--- src/rtl/hdlc_af_pkg.sv ---
package hdlc_af_pkg;

  // Per-frame receive state of the address stage
  typedef enum logic [1:0] {
    ST_IDLE    = 2'd0,  // between frames
    ST_ADDR_HI = 2'd1,  // low address byte held, waiting for the high byte
    ST_PASS    = 2'd2,  // frame accepted, bytes are forwarded
    ST_DROP    = 2'd3   // frame rejected, bytes are discarded
  } fr_state_e;

  // Qualifiers travelling with each queued byte
  typedef struct packed {
    logic sof;
    logic eof;
    logic err;
  } byte_tag_t;

  localparam int TAG_W = $bits(byte_tag_t);

endpackage

--- src/rtl/hdlc_af_rst_sync.sv ---
module hdlc_af_rst_sync #(
  parameter int STAGES = 2
) (
  input  logic clk,
  input  logic rst_n_a,
  output logic rst_n_s
);

  logic [STAGES-1:0] sync_q;

  // Assertion is immediate, release walks through the chain
  always_ff @(posedge clk or negedge rst_n_a) begin
    if (!rst_n_a) begin
      sync_q <= '0;
    end else begin
      sync_q <= {sync_q[STAGES-2:0], 1'b1};
    end
  end

  assign rst_n_s = sync_q[STAGES-1];

endmodule

--- src/rtl/hdlc_af_match.sv ---
module hdlc_af_match #(
  parameter int NUM_ADDR = 4,
  parameter int ADDR_W   = 16
) (
  input  logic [ADDR_W-1:0]          addr,
  input  logic [ADDR_W-1:0]          mask,
  input  logic [NUM_ADDR*ADDR_W-1:0] table_i,
  output logic                       hit
);

  logic [NUM_ADDR-1:0] hit_vec;

  // One masked equality per table entry, OR-reduced
  for (genvar g = 0; g < NUM_ADDR; g++) begin : g_entry
    logic [ADDR_W-1:0] diff;
    assign diff       = (addr ^ table_i[g*ADDR_W +: ADDR_W]) & mask;
    assign hit_vec[g] = (diff == '0);
  end

  assign hit = |hit_vec;

endmodule

--- src/rtl/hdlc_af_fifo.sv ---
module hdlc_af_fifo #(
  parameter int W     = 11,
  parameter int DEPTH = 4,
  localparam int PW   = (DEPTH > 1) ? $clog2(DEPTH) : 1,
  localparam int CW   = $clog2(DEPTH + 1)
) (
  input  logic          clk,
  input  logic          rst_n,
  input  logic          push,
  input  logic          drop_tail,
  input  logic [W-1:0]  wdata,
  input  logic          pop,
  output logic [W-1:0]  rdata,
  output logic [CW-1:0] count
);

  logic [W-1:0]  mem [DEPTH];
  logic [PW-1:0] wptr_q, wptr_d, rptr_q, rptr_d, widx;
  logic [CW-1:0] count_d;

  function automatic logic [PW-1:0] ptr_inc(input logic [PW-1:0] p);
    return (p == PW'(DEPTH-1)) ? '0 : p + PW'(1);
  endfunction

  function automatic logic [PW-1:0] ptr_dec(input logic [PW-1:0] p);
    return (p == '0) ? PW'(DEPTH-1) : p - PW'(1);
  endfunction

  // Dropping the newest entry and pushing in the same cycle overwrites it
  always_comb begin
    widx   = drop_tail ? ptr_dec(wptr_q) : wptr_q;
    wptr_d = wptr_q;
    if (push && !drop_tail) begin
      wptr_d = ptr_inc(wptr_q);
    end else if (!push && drop_tail) begin
      wptr_d = ptr_dec(wptr_q);
    end
    rptr_d  = pop ? ptr_inc(rptr_q) : rptr_q;
    count_d = count + CW'(push) - CW'(drop_tail) - CW'(pop);
  end

  always_ff @(posedge clk or negedge rst_n) begin
    if (!rst_n) begin
      wptr_q <= '0;
      rptr_q <= '0;
      count  <= '0;
    end else begin
      wptr_q <= wptr_d;
      rptr_q <= rptr_d;
      count  <= count_d;
    end
  end

  // Storage carries no reset; occupancy is tracked by the pointers
  always_ff @(posedge clk) begin
    if (push) begin
      mem[widx] <= wdata;
    end
  end

  assign rdata = mem[rptr_q];

endmodule

--- src/rtl/hdlc_af_ctl.sv ---
module hdlc_af_ctl
  import hdlc_af_pkg::*;
#(
  parameter int BYTE_W = 8,
  parameter int CNT_W  = 16,
  parameter int QCNT_W = 3,
  localparam int ADDR_W = 2 * BYTE_W,
  localparam int QW     = BYTE_W + TAG_W
) (
  input  logic              clk,
  input  logic              rst_n,
  input  logic              cfg_wide,
  input  logic              in_valid,
  input  logic [BYTE_W-1:0] in_data,
  input  logic              in_sof,
  input  logic              in_eof,
  input  logic              in_err,
  input  logic              hit,
  input  logic              cnt_clr,
  input  logic [QCNT_W-1:0] q_count,
  output logic [ADDR_W-1:0] addr_asm,
  output logic              q_push,
  output logic              q_drop,
  output logic [QW-1:0]     q_wdata,
  output logic              q_pop,
  output logic [CNT_W-1:0]  nomatch_cnt
);

  fr_state_e         st_q, st_d;
  logic [BYTE_W-1:0] lo_q, lo_d;
  logic              pend_q, pend_d;
  logic              miss_end;
  logic              cnt_sat, cnt_en;
  logic [CNT_W-1:0]  cnt_d;
  byte_tag_t         wtag;

  // Assembled address: high byte only once the second byte is in hand
  always_comb begin
    if (st_q == ST_ADDR_HI && !in_sof) begin
      addr_asm = {in_data, lo_q};
    end else begin
      addr_asm = {{BYTE_W{1'b0}}, in_data};
    end
  end

  // Frame-level decision
  always_comb begin
    st_d     = st_q;
    lo_d     = lo_q;
    pend_d   = pend_q;
    q_push   = 1'b0;
    q_drop   = 1'b0;
    miss_end = 1'b0;
    if (in_valid) begin
      if (in_sof) begin
        q_drop = pend_q;          // an unfinished address is abandoned
        pend_d = 1'b0;
        if (cfg_wide && !in_eof) begin
          q_push = 1'b1;
          pend_d = 1'b1;
          lo_d   = in_data;
          st_d   = ST_ADDR_HI;
        end else if (cfg_wide) begin
          miss_end = !in_err;     // closed before the address was complete
          st_d     = ST_IDLE;
        end else if (hit) begin
          q_push = 1'b1;
          st_d   = in_eof ? ST_IDLE : ST_PASS;
        end else begin
          miss_end = in_eof && !in_err;
          st_d     = in_eof ? ST_IDLE : ST_DROP;
        end
      end else begin
        unique case (st_q)
          ST_ADDR_HI: begin
            pend_d = 1'b0;
            if (hit) begin
              q_push = 1'b1;
              st_d   = in_eof ? ST_IDLE : ST_PASS;
            end else begin
              q_drop   = 1'b1;
              miss_end = in_eof && !in_err;
              st_d     = in_eof ? ST_IDLE : ST_DROP;
            end
          end
          ST_PASS: begin
            q_push = 1'b1;
            if (in_eof) st_d = ST_IDLE;
          end
          ST_DROP: begin
            if (in_eof) begin
              miss_end = !in_err;
              st_d     = ST_IDLE;
            end
          end
          default: ;
        endcase
      end
    end
  end

  always_comb begin
    wtag.sof = in_sof;
    wtag.eof = in_eof;
    wtag.err = in_eof & in_err;
    q_wdata  = {in_data, wtag};
  end

  // A held, still undecided low byte may not leave the queue
  assign q_pop = (q_count != '0) && !((q_count == QCNT_W'(1)) && pend_q);

  // Rejected-frame counter: clear wins, increment saturates
  assign cnt_sat = &nomatch_cnt;
  assign cnt_en  = cnt_clr | (miss_end & ~cnt_sat);
  assign cnt_d   = cnt_clr ? '0 : nomatch_cnt + CNT_W'(1);

  always_ff @(posedge clk or negedge rst_n) begin
    if (!rst_n) begin
      st_q   <= ST_IDLE;
      lo_q   <= '0;
      pend_q <= 1'b0;
    end else begin
      st_q   <= st_d;
      lo_q   <= lo_d;
      pend_q <= pend_d;
    end
  end

  always_ff @(posedge clk or negedge rst_n) begin
    if (!rst_n) begin
      nomatch_cnt <= '0;
    end else if (cnt_en) begin
      nomatch_cnt <= cnt_d;
    end
  end

endmodule

--- src/rtl/hdlc_addr_filter.sv ---
module hdlc_addr_filter
  import hdlc_af_pkg::*;
#(
  parameter int NUM_ADDR   = 4,
  parameter int BYTE_W     = 8,
  parameter int FIFO_DEPTH = 4,
  parameter int CNT_W      = 16,
  parameter int RST_STAGES = 2,
  localparam int ADDR_W    = 2 * BYTE_W
) (
  input  logic                       clk,
  input  logic                       rst_n,
  input  logic                       cfg_wide,
  input  logic [ADDR_W-1:0]          cfg_mask,
  input  logic [NUM_ADDR*ADDR_W-1:0] cfg_addr,
  input  logic                       in_valid,
  input  logic [BYTE_W-1:0]          in_data,
  input  logic                       in_sof,
  input  logic                       in_eof,
  input  logic                       in_err,
  input  logic                       cnt_clr,
  output logic                       out_valid,
  output logic [BYTE_W-1:0]          out_data,
  output logic                       out_sof,
  output logic                       out_eof,
  output logic                       out_err,
  output logic [CNT_W-1:0]           nomatch_cnt
);

  localparam int QW     = BYTE_W + TAG_W;
  localparam int QCNT_W = $clog2(FIFO_DEPTH + 1);

  logic              rst_n_s;
  logic [ADDR_W-1:0] addr_asm;
  logic              hit;
  logic              q_push, q_drop, q_pop;
  logic [QW-1:0]     q_wdata, q_rdata;
  logic [QCNT_W-1:0] q_count;
  byte_tag_t         rtag;

  hdlc_af_rst_sync #(.STAGES(RST_STAGES)) u_rst (
    .clk     (clk),
    .rst_n_a (rst_n),
    .rst_n_s (rst_n_s)
  );

  hdlc_af_match #(.NUM_ADDR(NUM_ADDR), .ADDR_W(ADDR_W)) u_match (
    .addr    (addr_asm),
    .mask    (cfg_mask),
    .table_i (cfg_addr),
    .hit     (hit)
  );

  hdlc_af_ctl #(.BYTE_W(BYTE_W), .CNT_W(CNT_W), .QCNT_W(QCNT_W)) u_ctl (
    .clk         (clk),
    .rst_n       (rst_n_s),
    .cfg_wide    (cfg_wide),
    .in_valid    (in_valid),
    .in_data     (in_data),
    .in_sof      (in_sof),
    .in_eof      (in_eof),
    .in_err      (in_err),
    .hit         (hit),
    .cnt_clr     (cnt_clr),
    .q_count     (q_count),
    .addr_asm    (addr_asm),
    .q_push      (q_push),
    .q_drop      (q_drop),
    .q_wdata     (q_wdata),
    .q_pop       (q_pop),
    .nomatch_cnt (nomatch_cnt)
  );

  hdlc_af_fifo #(.W(QW), .DEPTH(FIFO_DEPTH)) u_fifo (
    .clk       (clk),
    .rst_n     (rst_n_s),
    .push      (q_push),
    .drop_tail (q_drop),
    .wdata     (q_wdata),
    .pop       (q_pop),
    .rdata     (q_rdata),
    .count     (q_count)
  );

  assign rtag = byte_tag_t'(q_rdata[TAG_W-1:0]);

  // Registered output stage
  always_ff @(posedge clk or negedge rst_n_s) begin
    if (!rst_n_s) begin
      out_valid <= 1'b0;
      out_sof   <= 1'b0;
      out_eof   <= 1'b0;
      out_err   <= 1'b0;
    end else begin
      out_valid <= q_pop;
      out_sof   <= q_pop & rtag.sof;
      out_eof   <= q_pop & rtag.eof;
      out_err   <= q_pop & rtag.err;
    end
  end

  always_ff @(posedge clk or negedge rst_n_s) begin
    if (!rst_n_s) begin
      out_data <= '0;
    end else if (q_pop) begin
      out_data <= q_rdata[QW-1:TAG_W];
    end
  end

endmodule

--- config.mk ---
export PLATFORM = sky130hd
export DESIGN_NAME = hdlc_addr_filter
export DESIGN_NICKNAME = d
export VERILOG_FILES = /design/src/rtl/hdlc_af_pkg.sv /design/src/rtl/hdlc_af_rst_sync.sv /design/src/rtl/hdlc_af_match.sv /design/src/rtl/hdlc_af_fifo.sv /design/src/rtl/hdlc_af_ctl.sv /design/src/rtl/hdlc_addr_filter.sv
export SDC_FILE = /design/constraint.sdc
export NUM_CORES = 1
export LEC_CHECK = 0
export BUFFER_PORTS_ARGS = -buffer_cell sky130_fd_sc_hd__buf_2
export CAP_MARGIN = 20
export CORE_MARGIN = 1.5
export CORE_UTILIZATION = 50
export DETAILED_ROUTE_END_ITERATION = 16
export HOLD_SLACK_MARGIN = 0.02
export PLACE_DENSITY = 0.78
export SLEW_MARGIN = 15
export SYNTH_ARGS = -nofsm -noshare
export SYNTH_HDL_FRONTEND = slang
export SYNTH_SLANG_ARGS = --single-unit
--- constraint.sdc ---
create_clock -name clk -period 1.6 [get_ports clk]
set_clock_uncertainty 0.2 [all_clocks]
set_input_delay 0.32 -clock clk [delete_from_list [all_inputs] [get_ports clk]]
set_output_delay 0.32 -clock clk [all_outputs]
set_load 0.02 [all_outputs]
==> impl_metrics.env, run 1 <==
export IMPL_drc=0
export IMPL_startpoint="u_ctl.st_q[1]$_DFFE_PN0P_"
export IMPL_cts_tree="built"
export IMPL_drive_gt1_frac=0.504
export IMPL_clkSinkCount=92
export IMPL_numCtsBuffers=9
export IMPL_path_cells="inv_2 -> ha_4 -> nor2b_4 -> buf_12 -> mux2i_4 -> buf_4 -> xnor2_1 -> a22oi_1 -> nand4_1 -> o21ai_4 -> nor3_2 -> a211o_1 -> and2_4 -> fa_1 -> inv_2 -> ha_4 -> ha_4 -> xnor2_2 -> xnor2_1"
export IMPL_violations="negative setup slack"
export IMPL_finalSetupTns_ns=-131.56
export IMPL_slew_viol_final=0
export IMPL_crit_top_cell="ha_4"
export IMPL_slew_headroom=0.654
export IMPL_critPathCaptureType="register"
export IMPL_whs_ns=0.0786
export IMPL_grt_use_total=0.276
export IMPL_grt_pass1_vias=4820
export IMPL_yosysTopAreaCellShare=0.239
export IMPL_drv_cap=0
export IMPL_yosys_area_top_type="edfxtp_1"
export IMPL_antenna_found_initial=1
export IMPL_die_w_um=108
export IMPL_max_stage_delay_ns=0.52
export IMPL_timing_rr_start="u_ctl.st_q[1]$_DFFE_PN0P_"
export IMPL_max_freq_mhz=249
export IMPL_die_y_um=108
export IMPL_core_area_mm2=0.0108
export IMPL_path_delay_family="adder cells"
export IMPL_dr_pass1_iters=4
export IMPL_ios=124
export IMPL_finalHoldViolCount=0
export IMPL_worstSkewPairLatency_ns=0.36
export IMPL_p_per_area_mw_per_mm2=1240
export IMPL_port_buffers=123
export IMPL_holdCritPathClass="in -> async"
export IMPL_worst_pin_slew_ns=0.518
export IMPL_place_congestion=0.929
export IMPL_wl_per_cell_um=19.6
export IMPL_vias=4725
export IMPL_dp_hpwl_mm=11.1
export IMPL_synth_edf_count=44
export IMPL_post_place_ws_ns=-2.45
export IMPL_grt_first_pass_wirelength_mm=24.4
export IMPL_cp_depth=19
export IMPL_syn_area_mm2=0.00552
export IMPL_async_flop_share=0.522
export IMPL_place_area_mm2=0.00706
export IMPL_htreeDepth=3
export IMPL_p_leak_nw=3.49
export IMPL_syn_nets=556
export IMPL_period_needed_ns=4.01
export IMPL_initial_core_util=0.511
export IMPL_fill_cells=650
export IMPL_ir_drop_mv=0.704
export IMPL_final_area_mm2=0.00782
export IMPL_grt_overflow=0
export IMPL_routed_via_density=5.67
export IMPL_required_ns=1.69
export IMPL_ys_top_cells_by_area="edfxtp_1 24%, dfrtp_1 22%, xnor2_1 5.7%, mux4_2 4.5%, xor2_1 4.0%"
export IMPL_netlist_instances=448
export IMPL_drtIter0Drc=315
export IMPL_path_buf_inv=4
export IMPL_slowest_stage="fa_1"
export IMPL_synth_top_cells_by_count="48 x dfrtp_1, 44 x edfxtp_1, 36 x xnor2_1"
export IMPL_yosys_warnings=0
export IMPL_root_buffer="clkbuf_8"
export IMPL_yosysUniqueCellTypes=56
export IMPL_rows=38
export IMPL_ant_nets=0
export IMPL_grt_max_degree=33
export IMPL_final_core_utilization=0.724
export IMPL_die_area_mm2=0.0117
export IMPL_reg2reg_depth=19
export IMPL_rsz0062_at_grt="yes"
export IMPL_critPathMaxFanout=8
export IMPL_synth_most_common_cell="dfrtp_1"
export IMPL_finalCritPeriodShare=2.51
export IMPL_synth_area_per_cell_um2=12.3
export IMPL_cp_start_kind="register"
export IMPL_areaGrowthSynthToFinish_pct=41.7
export IMPL_arrival_ns=4.10
export IMPL_clk_pin_slew_ns=0.10
export IMPL_setup_viol=80
export IMPL_synth_seq_area_share=0.457
export IMPL_synth_top_flop_cell="dfrtp_1"
export IMPL_cts_path_max_buffers=2
export IMPL_routed_wl_mm=16.3
export IMPL_worst_slack_ns=-2.41
export IMPL_outcome="finished, violations left"
export IMPL_fin_nets=795
export IMPL_worstSetupPathType="reg -> reg"
export IMPL_synth_seq_cells=92
[sequential cells by signal, indices dropped and copies added, names as in the netlist, 2 cells and up]
| signal | flops |
|---|---|
| u_ctl.lo_q | 8 |
| u_fifo.mem | 44 |
| u_ctl.st_q | 2 |
| u_fifo.count | 3 |
| u_fifo.wptr_q | 2 |
| u_rst.sync_q | 2 |
| u_ctl.nomatch_cnt | 16 |
| u_fifo.rptr_q | 2 |
| out_data | 8 |
[cells in the final DEF, fill, tap and decap left out, drive strengths merged, types with 2 or more instances in the layout]
cell	count
and3b	6
nand3b	3
nand2	19
a21oi	6
dfrtp	48
a22oi	26
o21ai	6
o31ai	4
nand2b	9
and4	4
nor2b	19
nand4	12
nor3	4
mux2	32
dlygate4sd3	3
a22o	2
and2	4
a32oi	2
mux4	11
and3	12
mux2i	15
o311a	2
ha	11
clkbuf	12
nand3	9
nor2	27
nand4b	3
buf	243
edfxtp	44
xnor2	36
inv	16
a221oi	2
xor2	25
a2111oi	2
[layer usage]
metal,wire (µm),GRT usage,up-vias
met5,0,0,-
met4,470,0.117,0
met3,1030,0.0386,42
met2,8420,0.485,267
met1,6420,0.340,2293
li1,-,-,2123
[final timing paths]
check / endpoint / slack, ns
min reg2reg: out_err$_DFF_PN0_ / 0.11
max reg2reg: u_fifo.count[2]$_DFF_PN0_ / -2.41
max in group asynchronous: u_fifo.wptr_q[0]$_DFFE_PN0P_ / 0.15
min in group clk: u_fifo.mem[3][9]$_DFFE_PP_ / 0.16
min: u_rst.sync_q[1]$_DFF_PN0_ / 0.08
max: u_fifo.count[2]$_DFF_PN0_ / -2.41
[through the flow]
stage          std cells  power [mW]
2_1_floorplan        448        5.62
3_3_place_gp         794        6.80
3_5_place_dp         794        7.02
4_1_cts              825        9.17
5_1_grt              833        10.1
6_report             833        9.69
[cells by family after synthesis]
kind of cell,Yosys count,share of synthesized area
buf+inv,33,0.0336
xor+xnor,61,0.0968
simple gates,132,0.135
fa+ha+maj,12,0.0286
flops,92,0.457
mux,58,0.156
compound gates,59,0.0918
other cells,1,0.000679
[final cells by class]
cell class | count | area, µm² | share of cell area
timing repair buffer | 248 | 1800 | 0.231
antenna | 1 | 2.50 | 0.000320
inverter | 13 | 51.3 | 0.00656
multi-input combinational | 323 | 3060 | 0.392
sequential | 92 | 2530 | 0.323
clock inverter | 6 | 68.8 | 0.00880
tap | 140 | 175 | 0.0224
clock buffer | 10 | 128 | 0.0163
[timing repair]
item	4_1_cts	5_1_grt
endpoints found under the hold margin	10	0
resized for setup	51	41
gates cloned	3	2
pin swaps	17	20
endpoints found under the setup margin	79	84
buffers inserted	10	12
hold buffers	3	0
[where the power goes]
| part | internal (mW) | switching, mW |
|---|---|---|
| sequential | 2.89 | 0.252 |
| combinational | 2.59 | 2.33 |
| clock | 0.738 | 0.878 |
No activity file was read; power rests on OpenSTA's default activity.
==> inputs of run 2 (changes only) <==
--- a/config.mk
+++ b/config.mk
@@ -7,9 +7,9 @@
 export LEC_CHECK = 0
-export BUFFER_PORTS_ARGS = -buffer_cell sky130_fd_sc_hd__buf_2
 export CAP_MARGIN = 20
 export CORE_MARGIN = 1.5
-export CORE_UTILIZATION = 50
+export CORE_UTILIZATION = 58
 export DETAILED_ROUTE_END_ITERATION = 16
+export DONT_BUFFER_PORTS = 1
 export HOLD_SLACK_MARGIN = 0.02
-export PLACE_DENSITY = 0.78
+export PLACE_DENSITY = 0.76
 export SLEW_MARGIN = 15
--- a/constraint.sdc
+++ b/constraint.sdc
@@ -4,2 +4,2 @@
 set_output_delay 0.32 -clock clk [all_outputs]
-set_load 0.02 [all_outputs]
+set_load 0.1 [all_outputs]
==> impl_metrics.env, run 2 (synthesis gave the netlist of run 1 again) <==
export IMPL_htreeDepth=3
export IMPL_finalCritPeriodShare=2.50
export IMPL_fin_nets=656
export IMPL_arrival_ns=4.08
export IMPL_setup_viol=77
export IMPL_antenna_cells=0
export IMPL_ir_drop_mv=0.871
export IMPL_drc=0
export IMPL_wl_met2_mm=7.29
export IMPL_drv_cap=0
export IMPL_numCtsBuffers=9
export IMPL_ios=124
export IMPL_largest_register_ffs=44
export IMPL_grt_overflow=0
export IMPL_p_leak_nw=2.88
export IMPL_core_area_mm2=0.00924
export IMPL_grt_use_total=0.282
export IMPL_period_needed_ns=4.00
export IMPL_fill_cells=549
export IMPL_cts_tree="built"
export IMPL_rsz0062_at_grt="yes"
export IMPL_clkSinkCount=92
export IMPL_clk_pin_slew_ns=0.09
export IMPL_drive_gt1_frac=0.342
export IMPL_die_y_um=101
export IMPL_ant_nets=0
export IMPL_reg_top3="u_fifo.mem: 44 flops, u_ctl.nomatch_cnt: 16 flops"
export IMPL_post_place_ws_ns=-2.68
export IMPL_dr_pass1_iters=5
export IMPL_top_register="u_fifo.mem"
export IMPL_slew_headroom=0.566
export IMPL_wl_met3_um=912
export IMPL_antenna_found_initial=0
export IMPL_die_area_mm2=0.0101
export IMPL_final_cell_count_no_fill=682
export IMPL_final_common_cell="buf_4"
export IMPL_die_w_um=101
export IMPL_areaGrowthSynthToFinish_pct=26.6
export IMPL_port_buffers=0
export IMPL_worstSetupPathType="reg -> reg"
export IMPL_top_layer_used="met4"
export IMPL_routed_via_density=6.05
export IMPL_power_mw=10.2
export IMPL_grt_first_pass_wirelength_mm=21.4
export IMPL_mostFrequentLayoutCells="69 x buf_4, 44 x edfxtp_1, 42 x dfrtp_1, 35 x xnor2_1, 26 x nor2_1"
export IMPL_violations="negative setup slack"
export IMPL_p_per_area_mw_per_mm2=1460
export IMPL_dp_hpwl_mm=9.52
export IMPL_worst_slack_ns=-2.40
export IMPL_vias=4129
export IMPL_grt_pass1_vias=4218
export IMPL_whs_ns=0.0512
export IMPL_wl_met1_mm=5.39
export IMPL_multiInputGateArea_mm2=0.00298
export IMPL_cp_start_kind="register"
export IMPL_finalHoldViolCount=0
export IMPL_placed_cells=644
export IMPL_rows=35
export IMPL_drtIter0Drc=300
export IMPL_cts_path_max_buffers=2
export IMPL_grt_max_degree=33
export IMPL_slew_viol_final=0
export IMPL_required_ns=1.68
export IMPL_seq_area_mm2=0.00253
export IMPL_wl_per_cell_um=20.5
export IMPL_critPathMaxFanout=8
export IMPL_initial_core_util=0.597
export IMPL_final_core_utilization=0.756
export IMPL_max_freq_mhz=250
export IMPL_routed_wl_mm=14.0
export IMPL_holdCritPathClass="in -> reg"
export IMPL_outcome="finished, violations left"
export IMPL_root_buffer="clkbuf_8"
export IMPL_worstSkewPairLatency_ns=0.37
export IMPL_place_congestion=0.886
export IMPL_critPathCaptureType="register"
export IMPL_worst_pin_slew_ns=0.649
## run 2: cell count changes in the layout (fill, tap and decap cells not counted), sizes merged
cell / previous run / this run
clkinv: 1 / 2
diode: 1 / 0
clkbuf: 12 / 9
dlygate4sd3: 3 / 13
dlymetal6s4s: 0 / 3
buf: 243 / 93
bufinv: 1 / 0
inv: 16 / 17
## run 2: layout make-up
cell class                 count  share of cell area
clock buffer                   9              0.0177
clock inverter                 7              0.0107
inverter                      13             0.00698
multi-input combinational    323               0.426
sequential                    92               0.362
tap                          129              0.0231
timing repair buffer         109               0.153
## run 2: metal layers
layer | vias up | track usage
met3 | 34 | 0.0409
met4 | 0 | 0.109
met5 | - | 0
met2 | 225 | 0.504
li1 | 1849 | -
met1 | 2021 | 0.347
## run 2: where the power goes
part           internal, mW  total (mW)  switching (mW)
Clock                 0.618        1.54           0.923
Combinational          2.50        5.41            2.90
Sequential             2.90        3.25           0.352
Total                  6.01        10.2            4.18
## run 2: repair_timing
action	4_1_cts	5_1_grt
gates cloned	2	0
buffers inserted	2	5
endpoints found under the setup margin	80	102
hold buffers	16	0
endpoints found under the hold margin	82	0
pin swaps	7	6
gates resized for setup	39	10
## run 2: path summary, 6_finish.rpt
path | slack (ns) | depth (start not counted) | startpoint | end
min reg2reg | 0.10 | 1 | u_rst.sync_q[1]$_DFF_PN0_ | out_data[3]$_DFFE_PN0P_
max in group asynchronous | 0.36 | 1 | u_rst.sync_q[1]$_DFF_PN0_ | u_fifo.rptr_q[0]$_DFFE_PN0P_
min | 0.05 | 2 | in_sof | u_ctl.st_q[0]$_DFFE_PN0P_
min in group asynchronous | 0.10 | 1 | u_rst.sync_q[1]$_DFF_PN0_ | out_data[3]$_DFFE_PN0P_
max | -2.40 | 17 | u_ctl.st_q[0]$_DFFE_PN0P_ | u_fifo.count[2]$_DFF_PN0_
max reg2reg | -2.40 | 17 | u_ctl.st_q[0]$_DFFE_PN0P_ | u_fifo.count[2]$_DFF_PN0_
## run 2: worst max-delay path: stages, from the launching register on
cell,delay [ns]
dfrtp_1,0.42
ha_4,0.18
buf_4,0.15
and3b_2,0.24
xor2_1,0.15
a22o_1,0.24
a221oi_2,0.25
nand4_1,0.19
o21ai_4,0.20
nor3_2,0.07
a211o_1,0.25
and2_4,0.17
fa_2,0.54
inv_2,0.05
ha_4,0.16
ha_4,0.17
xnor2_4,0.15
xnor2_1,0.14
## run 2: per-stage QoR
stage | TNS [ns] | cell area [µm²]
finish | -121.08 | 6990
global route | -131.17 | 6990
CTS | -118.20 | 6910
detailed placement | -129.75 | 6390
global placement | -123.80 | 6390
floorplan | -121.91 | 5560
